### src/rtl/byte_xfer_pkg.sv
`timescale 1ns/1ps
package byte_xfer_pkg;
  typedef enum logic {PH_LO = 1'b0, PH_HI = 1'b1} phase_e;
  localparam int unsigned BYTE_W = 8;
  localparam int unsigned WORD_W = 2 * BYTE_W;
endpackage

### src/rtl/word_fifo.sv
`timescale 1ns/1ps
module word_fifo #(
  parameter int unsigned DEPTH = 32,
  parameter int unsigned WIDTH = 16,
  localparam int unsigned AW = $clog2(DEPTH),
  localparam int unsigned CW = AW + 1
) (
  input  logic             clk_i,
  input  logic             rst_ni,
  input  logic             clr_i,
  input  logic             push_i,
  input  logic [WIDTH-1:0] push_data_i,
  input  logic             pop_i,
  output logic [WIDTH-1:0] head_o,
  output logic [CW-1:0]    level_o,
  output logic             full_o,
  output logic             empty_o
);
  logic [WIDTH-1:0] mem_q [DEPTH];
  logic [AW-1:0]    wr_ptr_q, rd_ptr_q;
  logic [CW-1:0]    count_q;

  always_ff @(posedge clk_i) begin
    if (push_i && !clr_i) mem_q[wr_ptr_q] <= push_data_i;
  end

  always_ff @(posedge clk_i or negedge rst_ni) begin
    if (!rst_ni) begin
      wr_ptr_q <= '0;
      rd_ptr_q <= '0;
      count_q  <= '0;
    end else if (clr_i) begin
      wr_ptr_q <= '0;
      rd_ptr_q <= '0;
      count_q  <= '0;
    end else begin
      if (push_i) wr_ptr_q <= wr_ptr_q + AW'(1);
      if (pop_i)  rd_ptr_q <= rd_ptr_q + AW'(1);
      count_q <= count_q + CW'(push_i) - CW'(pop_i);
    end
  end

  assign head_o  = mem_q[rd_ptr_q];
  assign level_o = count_q;
  assign full_o  = (count_q == CW'(DEPTH));
  assign empty_o = (count_q == '0);

  p_no_overflow_r5: assert property (@(posedge clk_i) disable iff (!rst_ni)
    push_i |-> (!full_o || pop_i || clr_i));
  p_no_underflow_r7: assert property (@(posedge clk_i) disable iff (!rst_ni)
    pop_i |-> (!empty_o || clr_i));
endmodule

### src/rtl/xfer_counters.sv
`timescale 1ns/1ps
module xfer_counters #(
  parameter int unsigned LEN_W = 11,
  parameter int unsigned CFG_W = 16,
  localparam int unsigned CNT_W = LEN_W + 1
) (
  input  logic             clk_i,
  input  logic             rst_ni,
  input  logic             len_we_i,
  input  logic             cnt_we_i,
  input  logic [CFG_W-1:0] wdata_i,
  input  logic             step_i,
  output logic [CNT_W-1:0] byte_cnt_o,
  output logic [CNT_W-1:0] blk_cnt_o,
  output logic             last_byte_o,
  output logic             xfer_last_o
);
  logic [CNT_W-1:0] len_q, num_q, byte_cnt_q, blk_cnt_q, new_val;
  logic             unused_cfg_hi;

  assign unused_cfg_hi = ^wdata_i[CFG_W-1:LEN_W];
  assign new_val = CNT_W'(wdata_i[LEN_W-1:0]) + CNT_W'(1);

  always_ff @(posedge clk_i or negedge rst_ni) begin
    if (!rst_ni) begin
      len_q      <= CNT_W'(1);
      num_q      <= CNT_W'(1);
      byte_cnt_q <= CNT_W'(1);
      blk_cnt_q  <= CNT_W'(1);
    end else if (len_we_i || cnt_we_i) begin
      if (len_we_i) len_q <= new_val;
      if (cnt_we_i) begin
        num_q     <= new_val;
        blk_cnt_q <= new_val;
      end
      byte_cnt_q <= len_we_i ? new_val : len_q;
    end else if (step_i) begin
      if (byte_cnt_q == CNT_W'(1)) begin
        byte_cnt_q <= len_q;
        blk_cnt_q  <= (blk_cnt_q == CNT_W'(1)) ? num_q : blk_cnt_q - CNT_W'(1);
      end else begin
        byte_cnt_q <= byte_cnt_q - CNT_W'(1);
      end
    end
  end

  assign byte_cnt_o  = byte_cnt_q;
  assign blk_cnt_o   = blk_cnt_q;
  assign last_byte_o = (byte_cnt_q == CNT_W'(1));
  assign xfer_last_o = step_i && last_byte_o && (blk_cnt_q == CNT_W'(1));

  p_cnt_range_r11: assert property (@(posedge clk_i) disable iff (!rst_ni)
    (byte_cnt_q != '0) && (byte_cnt_q <= len_q) && (blk_cnt_q != '0) && (blk_cnt_q <= num_q));
  p_reload_end_r10: assert property (@(posedge clk_i) disable iff (!rst_ni)
    (xfer_last_o && !len_we_i && !cnt_we_i) |=> (byte_cnt_q == len_q) && (blk_cnt_q == num_q));
endmodule

### src/rtl/byte_packer.sv
`timescale 1ns/1ps
module byte_packer
  import byte_xfer_pkg::*;
#(
  parameter int unsigned LVL_W = 6,
  localparam int unsigned AF_W = LVL_W - 1
) (
  input  logic              clk_i,
  input  logic              rst_ni,
  input  logic              active_i,
  input  logic              from_card_i,
  input  logic              hold_i,
  input  logic              last_byte_i,
  input  logic              fifo_full_i,
  input  logic              fifo_empty_i,
  input  logic [LVL_W-1:0]  level_i,
  input  logic [AF_W-1:0]   af_level_i,
  input  logic [WORD_W-1:0] head_i,
  input  logic              rx_valid_i,
  input  logic [BYTE_W-1:0] rx_data_i,
  output logic              rx_ready_o,
  output logic              tx_valid_o,
  output logic [BYTE_W-1:0] tx_data_o,
  input  logic              tx_ready_i,
  output logic              push_o,
  output logic [WORD_W-1:0] push_data_o,
  output logic              pop_o,
  output logic              step_o
);
  phase_e            phase_q;
  logic [BYTE_W-1:0] stage_q;
  logic              rd_en, wr_en, space_ok, rx_hs, tx_hs;

  assign rd_en = active_i && from_card_i && !hold_i;
  assign wr_en = active_i && !from_card_i && !hold_i;

  // a new word needs headroom below the almost-full mark; the second byte only a free slot
  assign space_ok = (phase_q == PH_HI) ? !fifo_full_i
                  : (!fifo_full_i && (level_i <= {1'b0, af_level_i}));

  assign rx_ready_o = rd_en && space_ok;
  assign rx_hs      = rx_valid_i && rx_ready_o;
  assign tx_valid_o = wr_en && !fifo_empty_i;
  assign tx_data_o  = (phase_q == PH_HI) ? head_i[WORD_W-1:BYTE_W] : head_i[BYTE_W-1:0];
  assign tx_hs      = tx_valid_o && tx_ready_i;

  assign push_o      = rx_hs && ((phase_q == PH_HI) || last_byte_i);
  assign push_data_o = (phase_q == PH_HI) ? {rx_data_i, stage_q} : {{BYTE_W{1'b0}}, rx_data_i};
  assign pop_o       = tx_hs && ((phase_q == PH_HI) || last_byte_i);
  assign step_o      = rx_hs || tx_hs;

  always_ff @(posedge clk_i or negedge rst_ni) begin
    if (!rst_ni) begin
      phase_q <= PH_LO;
      stage_q <= '0;
    end else begin
      if (hold_i) begin
        phase_q <= PH_LO;
      end else if (step_o) begin
        phase_q <= ((phase_q == PH_LO) && !last_byte_i) ? PH_HI : PH_LO;
      end
      if (rx_hs && (phase_q == PH_LO)) stage_q <= rx_data_i;
    end
  end

  p_single_dir_r12: assert property (@(posedge clk_i) disable iff (!rst_ni)
    !(rx_ready_o && tx_valid_o));
  p_hi_needs_bytes_r6: assert property (@(posedge clk_i) disable iff (!rst_ni)
    (step_o && (phase_q == PH_LO) && last_byte_i) |=> (phase_q == PH_LO));
endmodule

### src/rtl/byte_xfer_engine.sv
`timescale 1ns/1ps
module byte_xfer_engine
  import byte_xfer_pkg::*;
#(
  parameter int unsigned FIFO_DEPTH = 32,
  parameter int unsigned LEN_W      = 11,
  parameter int unsigned CFG_W      = 16,
  localparam int unsigned AW        = $clog2(FIFO_DEPTH),
  localparam int unsigned LVL_W     = AW + 1,
  localparam int unsigned CNT_W     = LEN_W + 1
) (
  input  logic              clk_i,
  input  logic              rst_ni,
  input  logic              cfg_len_we_i,
  input  logic              cfg_cnt_we_i,
  input  logic [CFG_W-1:0]  cfg_wdata_i,
  input  logic              cmd_valid_i,
  input  logic              cmd_data_i,
  input  logic              cmd_rd_i,
  input  logic [AW-1:0]     af_level_i,
  input  logic              host_wr_valid_i,
  input  logic [WORD_W-1:0] host_wr_data_i,
  output logic              host_wr_ready_o,
  output logic              host_rd_valid_o,
  output logic [WORD_W-1:0] host_rd_data_o,
  input  logic              host_rd_ready_i,
  input  logic              card_rx_valid_i,
  input  logic [BYTE_W-1:0] card_rx_data_i,
  output logic              card_rx_ready_o,
  output logic              card_tx_valid_o,
  output logic [BYTE_W-1:0] card_tx_data_o,
  input  logic              card_tx_ready_i,
  output logic              xfer_active_o,
  output logic              xfer_done_o,
  output logic [CNT_W-1:0]  byte_cnt_o,
  output logic [CNT_W-1:0]  blk_cnt_o,
  output logic [LVL_W-1:0]  fifo_level_o
);
  logic              active_q, from_card_q, done_q;
  logic              fifo_clr, fifo_push, fifo_pop, fifo_full, fifo_empty;
  logic [WORD_W-1:0] fifo_wdata, fifo_head, eng_wdata;
  logic [LVL_W-1:0]  fifo_level;
  logic              eng_push, eng_pop, eng_step, last_byte, xfer_last;
  logic              host_push, host_pop;

  // the engine owns the FIFO side facing its current direction
  assign host_wr_ready_o = !fifo_full && !(active_q && from_card_q);
  assign host_rd_valid_o = !fifo_empty && !(active_q && !from_card_q);
  assign host_push       = host_wr_valid_i && host_wr_ready_o;
  assign host_pop        = host_rd_valid_i_int();
  function automatic logic host_rd_valid_i_int();
    return host_rd_valid_o && host_rd_ready_i;
  endfunction

  assign fifo_clr   = cmd_valid_i && cmd_data_i;
  assign fifo_push  = eng_push || host_push;
  assign fifo_wdata = eng_push ? eng_wdata : host_wr_data_i;
  assign fifo_pop   = eng_pop || host_pop;

  word_fifo #(.DEPTH(FIFO_DEPTH), .WIDTH(WORD_W)) u_fifo (
    .clk_i       (clk_i),
    .rst_ni      (rst_ni),
    .clr_i       (fifo_clr),
    .push_i      (fifo_push),
    .push_data_i (fifo_wdata),
    .pop_i       (fifo_pop),
    .head_o      (fifo_head),
    .level_o     (fifo_level),
    .full_o      (fifo_full),
    .empty_o     (fifo_empty)
  );

  xfer_counters #(.LEN_W(LEN_W), .CFG_W(CFG_W)) u_cnt (
    .clk_i       (clk_i),
    .rst_ni      (rst_ni),
    .len_we_i    (cfg_len_we_i),
    .cnt_we_i    (cfg_cnt_we_i),
    .wdata_i     (cfg_wdata_i),
    .step_i      (eng_step),
    .byte_cnt_o  (byte_cnt_o),
    .blk_cnt_o   (blk_cnt_o),
    .last_byte_o (last_byte),
    .xfer_last_o (xfer_last)
  );

  byte_packer #(.LVL_W(LVL_W)) u_pack (
    .clk_i        (clk_i),
    .rst_ni       (rst_ni),
    .active_i     (active_q),
    .from_card_i  (from_card_q),
    .hold_i       (cmd_valid_i),
    .last_byte_i  (last_byte),
    .fifo_full_i  (fifo_full),
    .fifo_empty_i (fifo_empty),
    .level_i      (fifo_level),
    .af_level_i   (af_level_i),
    .head_i       (fifo_head),
    .rx_valid_i   (card_rx_valid_i),
    .rx_data_i    (card_rx_data_i),
    .rx_ready_o   (card_rx_ready_o),
    .tx_valid_o   (card_tx_valid_o),
    .tx_data_o    (card_tx_data_o),
    .tx_ready_i   (card_tx_ready_i),
    .push_o       (eng_push),
    .push_data_o  (eng_wdata),
    .pop_o        (eng_pop),
    .step_o       (eng_step)
  );

  always_ff @(posedge clk_i or negedge rst_ni) begin
    if (!rst_ni) begin
      active_q    <= 1'b0;
      from_card_q <= 1'b0;
      done_q      <= 1'b0;
    end else if (cmd_valid_i) begin
      active_q <= cmd_data_i;
      if (cmd_data_i) begin
        from_card_q <= cmd_rd_i;
        done_q      <= 1'b0;
      end
    end else if (xfer_last) begin
      active_q <= 1'b0;
      done_q   <= 1'b1;
    end
  end

  assign host_rd_data_o = fifo_head;
  assign xfer_active_o  = active_q;
  assign xfer_done_o    = done_q;
  assign fifo_level_o   = fifo_level;

  p_cmd_start_r4: assert property (@(posedge clk_i) disable iff (!rst_ni)
    (cmd_valid_i && cmd_data_i) |=> (xfer_active_o && (fifo_level_o == '0) && !xfer_done_o));
  p_rx_no_full_r8: assert property (@(posedge clk_i) disable iff (!rst_ni)
    card_rx_ready_o |-> (fifo_level_o < LVL_W'(FIFO_DEPTH)));
  p_tx_empty_r9: assert property (@(posedge clk_i) disable iff (!rst_ni)
    (fifo_level_o == '0) |-> !card_tx_valid_o);
  p_done_idle_r10: assert property (@(posedge clk_i) disable iff (!rst_ni)
    xfer_done_o |-> !xfer_active_o);
  p_tx_hold_r12: assert property (@(posedge clk_i) disable iff (!rst_ni)
    (card_tx_valid_o && !card_tx_ready_i) |=>
      (cmd_valid_i || (card_tx_valid_o && $stable(card_tx_data_o))));
endmodule

### config.mk
export PLATFORM = sky130hd
export DESIGN_NAME = byte_xfer_engine
export DESIGN_NICKNAME = d
export VERILOG_FILES = /design/src/rtl/byte_xfer_pkg.sv /design/src/rtl/word_fifo.sv /design/src/rtl/xfer_counters.sv /design/src/rtl/byte_packer.sv /design/src/rtl/byte_xfer_engine.sv
export SDC_FILE = /design/constraint.sdc
export NUM_CORES = 1
export LEC_CHECK = 0
export ABC_CLOCK_PERIOD_IN_PS = 4300
export CAP_MARGIN = 10
export CORE_ASPECT_RATIO = 1.4
export CORE_MARGIN = 10
export CORE_UTILIZATION = 60
export DETAILED_ROUTE_END_ITERATION = 8
export DONT_BUFFER_PORTS = 1
export PLACE_DENSITY = 0.76
export SYNTH_ARGS = -nofsm -noshare
export SYNTH_HDL_FRONTEND = slang
export SYNTH_SLANG_ARGS = --single-unit
### constraint.sdc
create_clock -name clk_i -period 4.3 [get_ports clk_i]
set_input_delay 1.29 -clock clk_i [delete_from_list [all_inputs] [get_ports clk_i]]
set_output_delay 1.29 -clock clk_i [all_outputs]
set_load 0.02 [all_outputs]
==> metrics, run 1 <==
status complete, no violations; Port Buffer Count 0; CP max stage delay around 0.6 ns; Clk pwr share a little under a third; combinational fraction of design power between 20% and 30%; DR WL/cell approximately 27 um; Die Span Y 260 um; Fin. Hold Viols 0; Critical Path AT between 2 and 3 ns; Routed WL between 50000 and 60000 um; worst hold margin 0.406 ns; Distinct cells, synth 66; Top Ports approximately 120; Post-Place Setup Slack around 0.23 ns; kind of critical path reg -> out; Layout Area Growth over Synthesis 12.6%; clk sinks 588; final setup fails 0; # fillers 2543; Fmax achieved about 0.24 GHz; fin worst setup slack ~0.069 ns; Switching Power approximately 4400 uW; Avg Cell Area, Syn 16.1 sq um; worst-skew pair later-pin latency slightly below 0.6 ns; setup TNS 0 ns; Max Cap Viol 0; Finished Core Util between 60% and 70%; first-pass detailed-route iteration total 5; Cell Area, Synth 0.0246 sq mm; Cell Rows 87; Syn Nets between 1500 and 2000; Worst Path Buf+Inv 2; worst slew pin tran 0.889 ns; initial DRC count between 1000 and 1500; worst rel slew slack roughly two fifths; delay-heaviest family, CP multiplexers; Vias/cell roughly 6.4; initial antenna violation count 5; CP Launch Type register; PD cells around 550 mW/mm^2; clock-pin slew on the worst setup and hold paths 0.07 ns; DIE WIDTH approximately 190 um; largest net degree at the start of global routing between 70 and 80; EDFF count, synth 512; Synth Flop Type edfxtp_1; share of layout cells above drive strength 1 about a fifth; Final ANT Viol Nets 0; drt drc 0; critical path fanouts, max 38; Sw Share a little under 30%; sequential area share after synthesis a little over two thirds; peak supply drop approximately 0.43 mV; first-pass GRT wire length about 89000 um; Synth Register Bits around 590; Clock Skews 0.0123 ns; vias in the first global route between 10000 and 15000; leakage a little over 0.009 uW; CP max stage cell dfrtp_4; NumNets Final between 1500 and 2000; full die area 0.0496 sq mm; Final Max Slew Viols 0; largest buffer count on any clock path 3; global route overflow 0; Critical Path Sink Type output pin; Critical Path RT approximately 3.0 ns; CTS buffer count 53; crit-path cells buf_6, buf_12, mux2i_1, a21oi_1, nand3_1, nand4_1, mux2_2; core area between 0.04 and 0.05 sq mm; Vias 13900; HP Class in -> async; final period utilization a little over nine tenths; CTS tree built; Yosys warning count 0; CTS root buf clkbuf_16; Synth Instances about 1500; Flop pwr share about 45%; Hold-fix buffers, CTS 0; dpl hpwl between 30000 and 40000 um; Tmin final 4.23 ns; H-tree levels 2; Initial Util 60.9%; Final GP Congestion 0.897; gr usage total around a quarter; ys async rst share between 10% and 20%; Pint about 11000 uW
==> flip-flops by register name, indices dropped and copies added (netlist names) <==
signal            count
from_card_q           1
u_cnt.blk_cnt_o      12
u_cnt.byte_cnt_o     12
u_cnt.len_q          12
u_cnt.num_q          12
u_fifo.level_o        6
u_fifo.mem_q        512
u_fifo.rd_ptr_q       5
u_fifo.wr_ptr_q       5
u_pack.phase_q        1
u_pack.stage_q        8
xfer_active_o         1
xfer_done_o           1
==> area by class of cell <==
| cell class | instances | area, sq um | area share, % |
|---|---|---|---|
| flip-flops and latches | 588 | 17300 | 62.4 |
| multi-input cells | 830 | 6990 | 25.2 |
| clock buffers | 67 | 1420 | 5.12 |
| repair buffers | 100 | 932 | 3.36 |
| well taps | 534 | 668 | 2.41 |
| clock inverters | 30 | 307 | 1.11 |
| inverters | 27 | 101 | 0.366 |
| diodes | 1 | 2.50 | 0.00903 |
==> cells by family (layout without fill, tap and decap cells) <==
logic type	after synthesis	count (layout)	share of synthesized area [%]
fa+ha+maj	25	25	1.30
compound gates	217	217	5.74
buf+inv	106	224	1.69
xor+xnor	30	30	1.07
flops	588	588	70.2
mux	245	245	13.5
other cells	0	1	0
simple gates	313	313	6.50
==> cells in the mapped netlist, types with 3 or more instances <==
| master | n | area share [%] |
|---|---|---|
| xnor2_1 | 15 | 0.53 |
| buf_2 | 14 | 0.28 |
| a311o_1 | 3 | 0.12 |
| and2_1 | 7 | 0.18 |
| nor3b_1 | 4 | 0.12 |
| a211oi_1 | 4 | 0.12 |
| nand3_1 | 48 | 0.98 |
| nand2_1 | 50 | 0.76 |
| mux2i_1 | 137 | 5.6 |
| a22oi_1 | 51 | 1.6 |
| ha_1 | 24 | 1.2 |
| buf_1 | 12 | 0.18 |
| clkbuf_1 | 53 | 0.81 |
| edfxtp_1 | 512 | 62 |
| a21o_1 | 3 | 0.092 |
| nand4_1 | 24 | 0.61 |
| nand2b_1 | 3 | 0.076 |
| xor2_1 | 15 | 0.53 |
| nor2b_1 | 36 | 0.92 |
| inv_1 | 26 | 0.40 |
| o22ai_1 | 4 | 0.10 |
| o31ai_1 | 6 | 0.18 |
| a22o_1 | 9 | 0.32 |
| or3_1 | 4 | 0.10 |
| and3_1 | 5 | 0.13 |
| nor4_1 | 3 | 0.076 |
| mux2_2 | 43 | 2.0 |
| dfrtp_1 | 72 | 7.3 |
| o21ai_0 | 12 | 0.24 |
| a21oi_1 | 87 | 1.8 |
| dfstp_2 | 4 | 0.43 |
| nor2_1 | 98 | 1.5 |
| a31oi_1 | 7 | 0.18 |
| nand3b_1 | 7 | 0.21 |
| nor3_1 | 9 | 0.18 |
| o211ai_1 | 7 | 0.21 |
| mux4_2 | 64 | 5.9 |
| o21a_1 | 3 | 0.092 |
==> final timing paths <==
check | slack (ns) | from | to | cells past startpoint
setup / recovery | 0.07 | u_fifo.rd_ptr_q[1] | card_tx_data_o[0] | 7
hold / removal | 0.41 | rst_ni | u_cnt.byte_cnt_o[3] | 0
setup reg to reg | 0.69 | u_fifo.level_o[3] | u_fifo.level_o[4] | 14
hold reg to reg | 0.49 | u_cnt.num_q[6] | u_cnt.num_q[6] | 1
max in group asynchronous | 3.67 | rst_ni | u_cnt.blk_cnt_o[0] | 0
min in group clk_i | 0.49 | u_cnt.num_q[6] | u_cnt.num_q[6] | 1
==> what timing repair did <==
action                     4_1_cts  5_1_grt
gates resized for setup         12       11
hold endpoints to repair         0        0
setup endpoints to repair       14        8
buffers inserted                 5        1
gates cloned                     0        1
pin swaps                        0        1
==> through the flow <==
| stage | power, uW | instances | instance area (sq um) |
|---|---|---|---|
| 2_1_floorplan | 9340 | 1524 | 24600 |
| 3_3_place_gp | 10400 | 2072 | 25800 |
| 3_5_place_dp | 10500 | 2072 | 25800 |
| 4_1_cts | 15200 | 2174 | 27600 |
| 5_1_grt | 15800 | 2177 | 27700 |
| 6_report | 15200 | 2177 | 27700 |
==> routing by layer <==
layer	global-route usage (%)	vias to the layer above	part of all wire [%]
met5	0	-	0.063
met4	10.1	8	4.2
met3	6.20	129	8.5
met2	39.8	589	50
met1	28.7	7099	37
li1	-	6110	-
==> power groups by stage <==
stage	sequential [uW]	clock, uW	combinational, uW
global placement	6910	0	3460
detailed placement	6920	0	3570
floorplan	6760	0	2580
finish	6770	4700	3730
CTS	6770	4750	3700
global route	6800	4990	4010
==> cells in the final DEF, fill, tap and decap left out, types with 24 or more instances in the layout <==
cell	instances
mux2_2	42
edfxtp_1	512
nand3_1	48
a21oi_1	69
mux2i_1	137
mux4_2	64
buf_4	84
a22oi_1	51
nor2_1	97
inv_1	26
nand4_1	24
nor2b_1	34
nand2_1	50
ha_1	24
dfrtp_1	70
clkbuf_16	54
No activity file was read; power rests on OpenSTA's default activity.
==> run 2: changes to the inputs <==
- MAX_ROUTING_LAYER: default -> met4
- PLACE_DENSITY: 0.76 -> 0.86
==> metrics, run 2 (synthesized netlist as in run 1, its figures left out) <==
status complete, no violations; PD cells approximately 550 mW/mm^2; CP Launch Type register; first-pass GRT wire length 90200 um; HP Class in -> async; core area approximately 0.040 sq mm; Routed WL between 60000 and 70000 um; DR WL/cell ~28 um; unrepaired setup endpoints after global routing true; Layout Area Growth over Synthesis 12.4%; peak supply drop roughly 0.43 mV; Flop pwr share between 40% and 50%; clock-pin slew on the worst setup and hold paths approximately 0.060 ns; full die area a little under 0.05 sq mm; share of layout cells above drive strength 1 roughly 19%; commonest non-fill, non-tap cell in the layout edfxtp_1; Final GP Congestion roughly 0.94; Tmin final around 4.3 ns; # fillers 2481; worst hold margin 0.407 ns; Clock Skews around 0.034 ns; largest buffer count on any clock path 3; Reg area about 0.017 sq mm; initial antenna violation count 4; Final Max Slew Viols 0; CTS tree built; footprint of the multi-input gates about 0.007 sq mm; delay-heaviest family, CP multiplexers; Sw Share approximately 29%; critical path fanouts, max 18; global route overflow 0; Worst Path Buf+Inv 1; H-tree levels 2; crit-path cells bufbuf_16, mux4_2, a21oi_1, nand4_1, mux2_2; Pint between 10000 and 15000 uW; Fmax achieved 0.235 GHz; Vias ~14000; kind of critical path reg -> out; dpl hpwl around 37000 um; Switching Power roughly 4400 uW; largest net degree at the start of global routing just under 80; Critical Path AT around 3.0 ns; vias in the first global route between 10000 and 15000; Top Ports 116; CP max stage cell mux4_2; clk sinks roughly 590; final cell count without fillers between 2000 and 2500; Post-Place Cells 2065; initial DRC count 1503; worst-skew pair later-pin latency approximately 0.6 ns; Clk pwr share between 30% and 40%; gr usage total 24.9%; Vias/cell approximately 6.6; Max Cap Viol 0; Fin. Hold Viols 0; Initial Util between 60% and 70%; leakage between 0.009 and 0.01 uW; CTS root buf clkbuf_16; Critical Path Start u_fifo.rd_ptr_q[0]; worst slew pin tran ~0.88 ns; Critical Path Sink Type output pin; CP max stage delay between 0.5 and 0.6 ns; Final ANT Viol Nets 0; combinational fraction of design power around a quarter; final period utilization roughly 100%; Die Span Y about 260 um; worst rel slew slack between 40% and 50%; Critical Path RT 3.01 ns; Largest Register u_fifo.mem_q; max FFs per register 512; first-pass detailed-route iteration total 5; Cell Rows 87; DIE WIDTH 191 um; most frequent cells in the layout edfxtp_1, mux2i_1, nor2_1; Port Buffer Count 0; NumNets Final approximately 1700; CTS buffer count a little over 50; drt drc 0; final setup fails 0; reg2reg start u_fifo.level_o[2]
run 2: power groups by stage:
stage | clock (uW) | combinational, uW | sequential [uW]
2_1_floorplan | 0 | 2580 | 6760
3_3_place_gp | 0 | 3450 | 6860
3_5_place_dp | 0 | 3580 | 6880
4_1_cts | 4590 | 3700 | 6760
5_1_grt | 4780 | 4080 | 6790
6_report | 4550 | 3810 | 6770
run 2: through the flow:
step | total power, uW | TNS [ns] | setup WS (ns) | utilization, % | area [sq um]
3_3_place_gp | 10300 | 0 | 0.0788 | 63.7 | 25700
5_1_grt | 15700 | -0.0190 | -0.00790 | 68.4 | 27600
2_1_floorplan | 9340 | 0 | 0.252 | - | 24600
6_report | 15100 | 0 | 0.0376 | 68.4 | 27600
3_5_place_dp | 10500 | 0 | 0.0190 | 63.7 | 25700
4_1_cts | 15000 | 0 | 0.00334 | 68.1 | 27500
run 2: worst paths after layout:
kind,endpoint,slack [ns],depth (start not counted)
max in group asynchronous,u_cnt.byte_cnt_o[0],3.70,0
hold reg to reg,u_cnt.num_q[6],0.50,1
setup / recovery,card_tx_data_o[4],0.04,5
hold / removal,u_fifo.level_o[5],0.41,0
setup reg to reg,u_fifo.mem_q[6][5],0.38,10
min in group clk_i,u_cnt.num_q[6],0.50,1
run 2: timing repair:
action	in CTS	in global routing
setup endpoints to repair	9	7
setup buffers	1	12
cloned	1	1
hold buffers	0	0
gates resized for setup	16	7
run 2: area by class of cell:
cell class	instances	share of cell area, %
diodes	5	0.0453
clock buffers	65	4.92
clock inverters	29	1.04
inverters	27	0.367
multi-input cells	830	25.2
flip-flops and latches	588	62.5
well taps	534	2.42
repair buffers	101	3.44
run 2: layer usage:
metal / vias to the layer above / share of wire (%) / track usage [%]
met1: 7265 / 35 / 28.7
met4: 0 / 3.8 / 9.90
li1: 6110 / - / -
met2: 768 / 52 / 41.3
met3: 152 / 9.9 / 6.09
met5: - / 0 / -
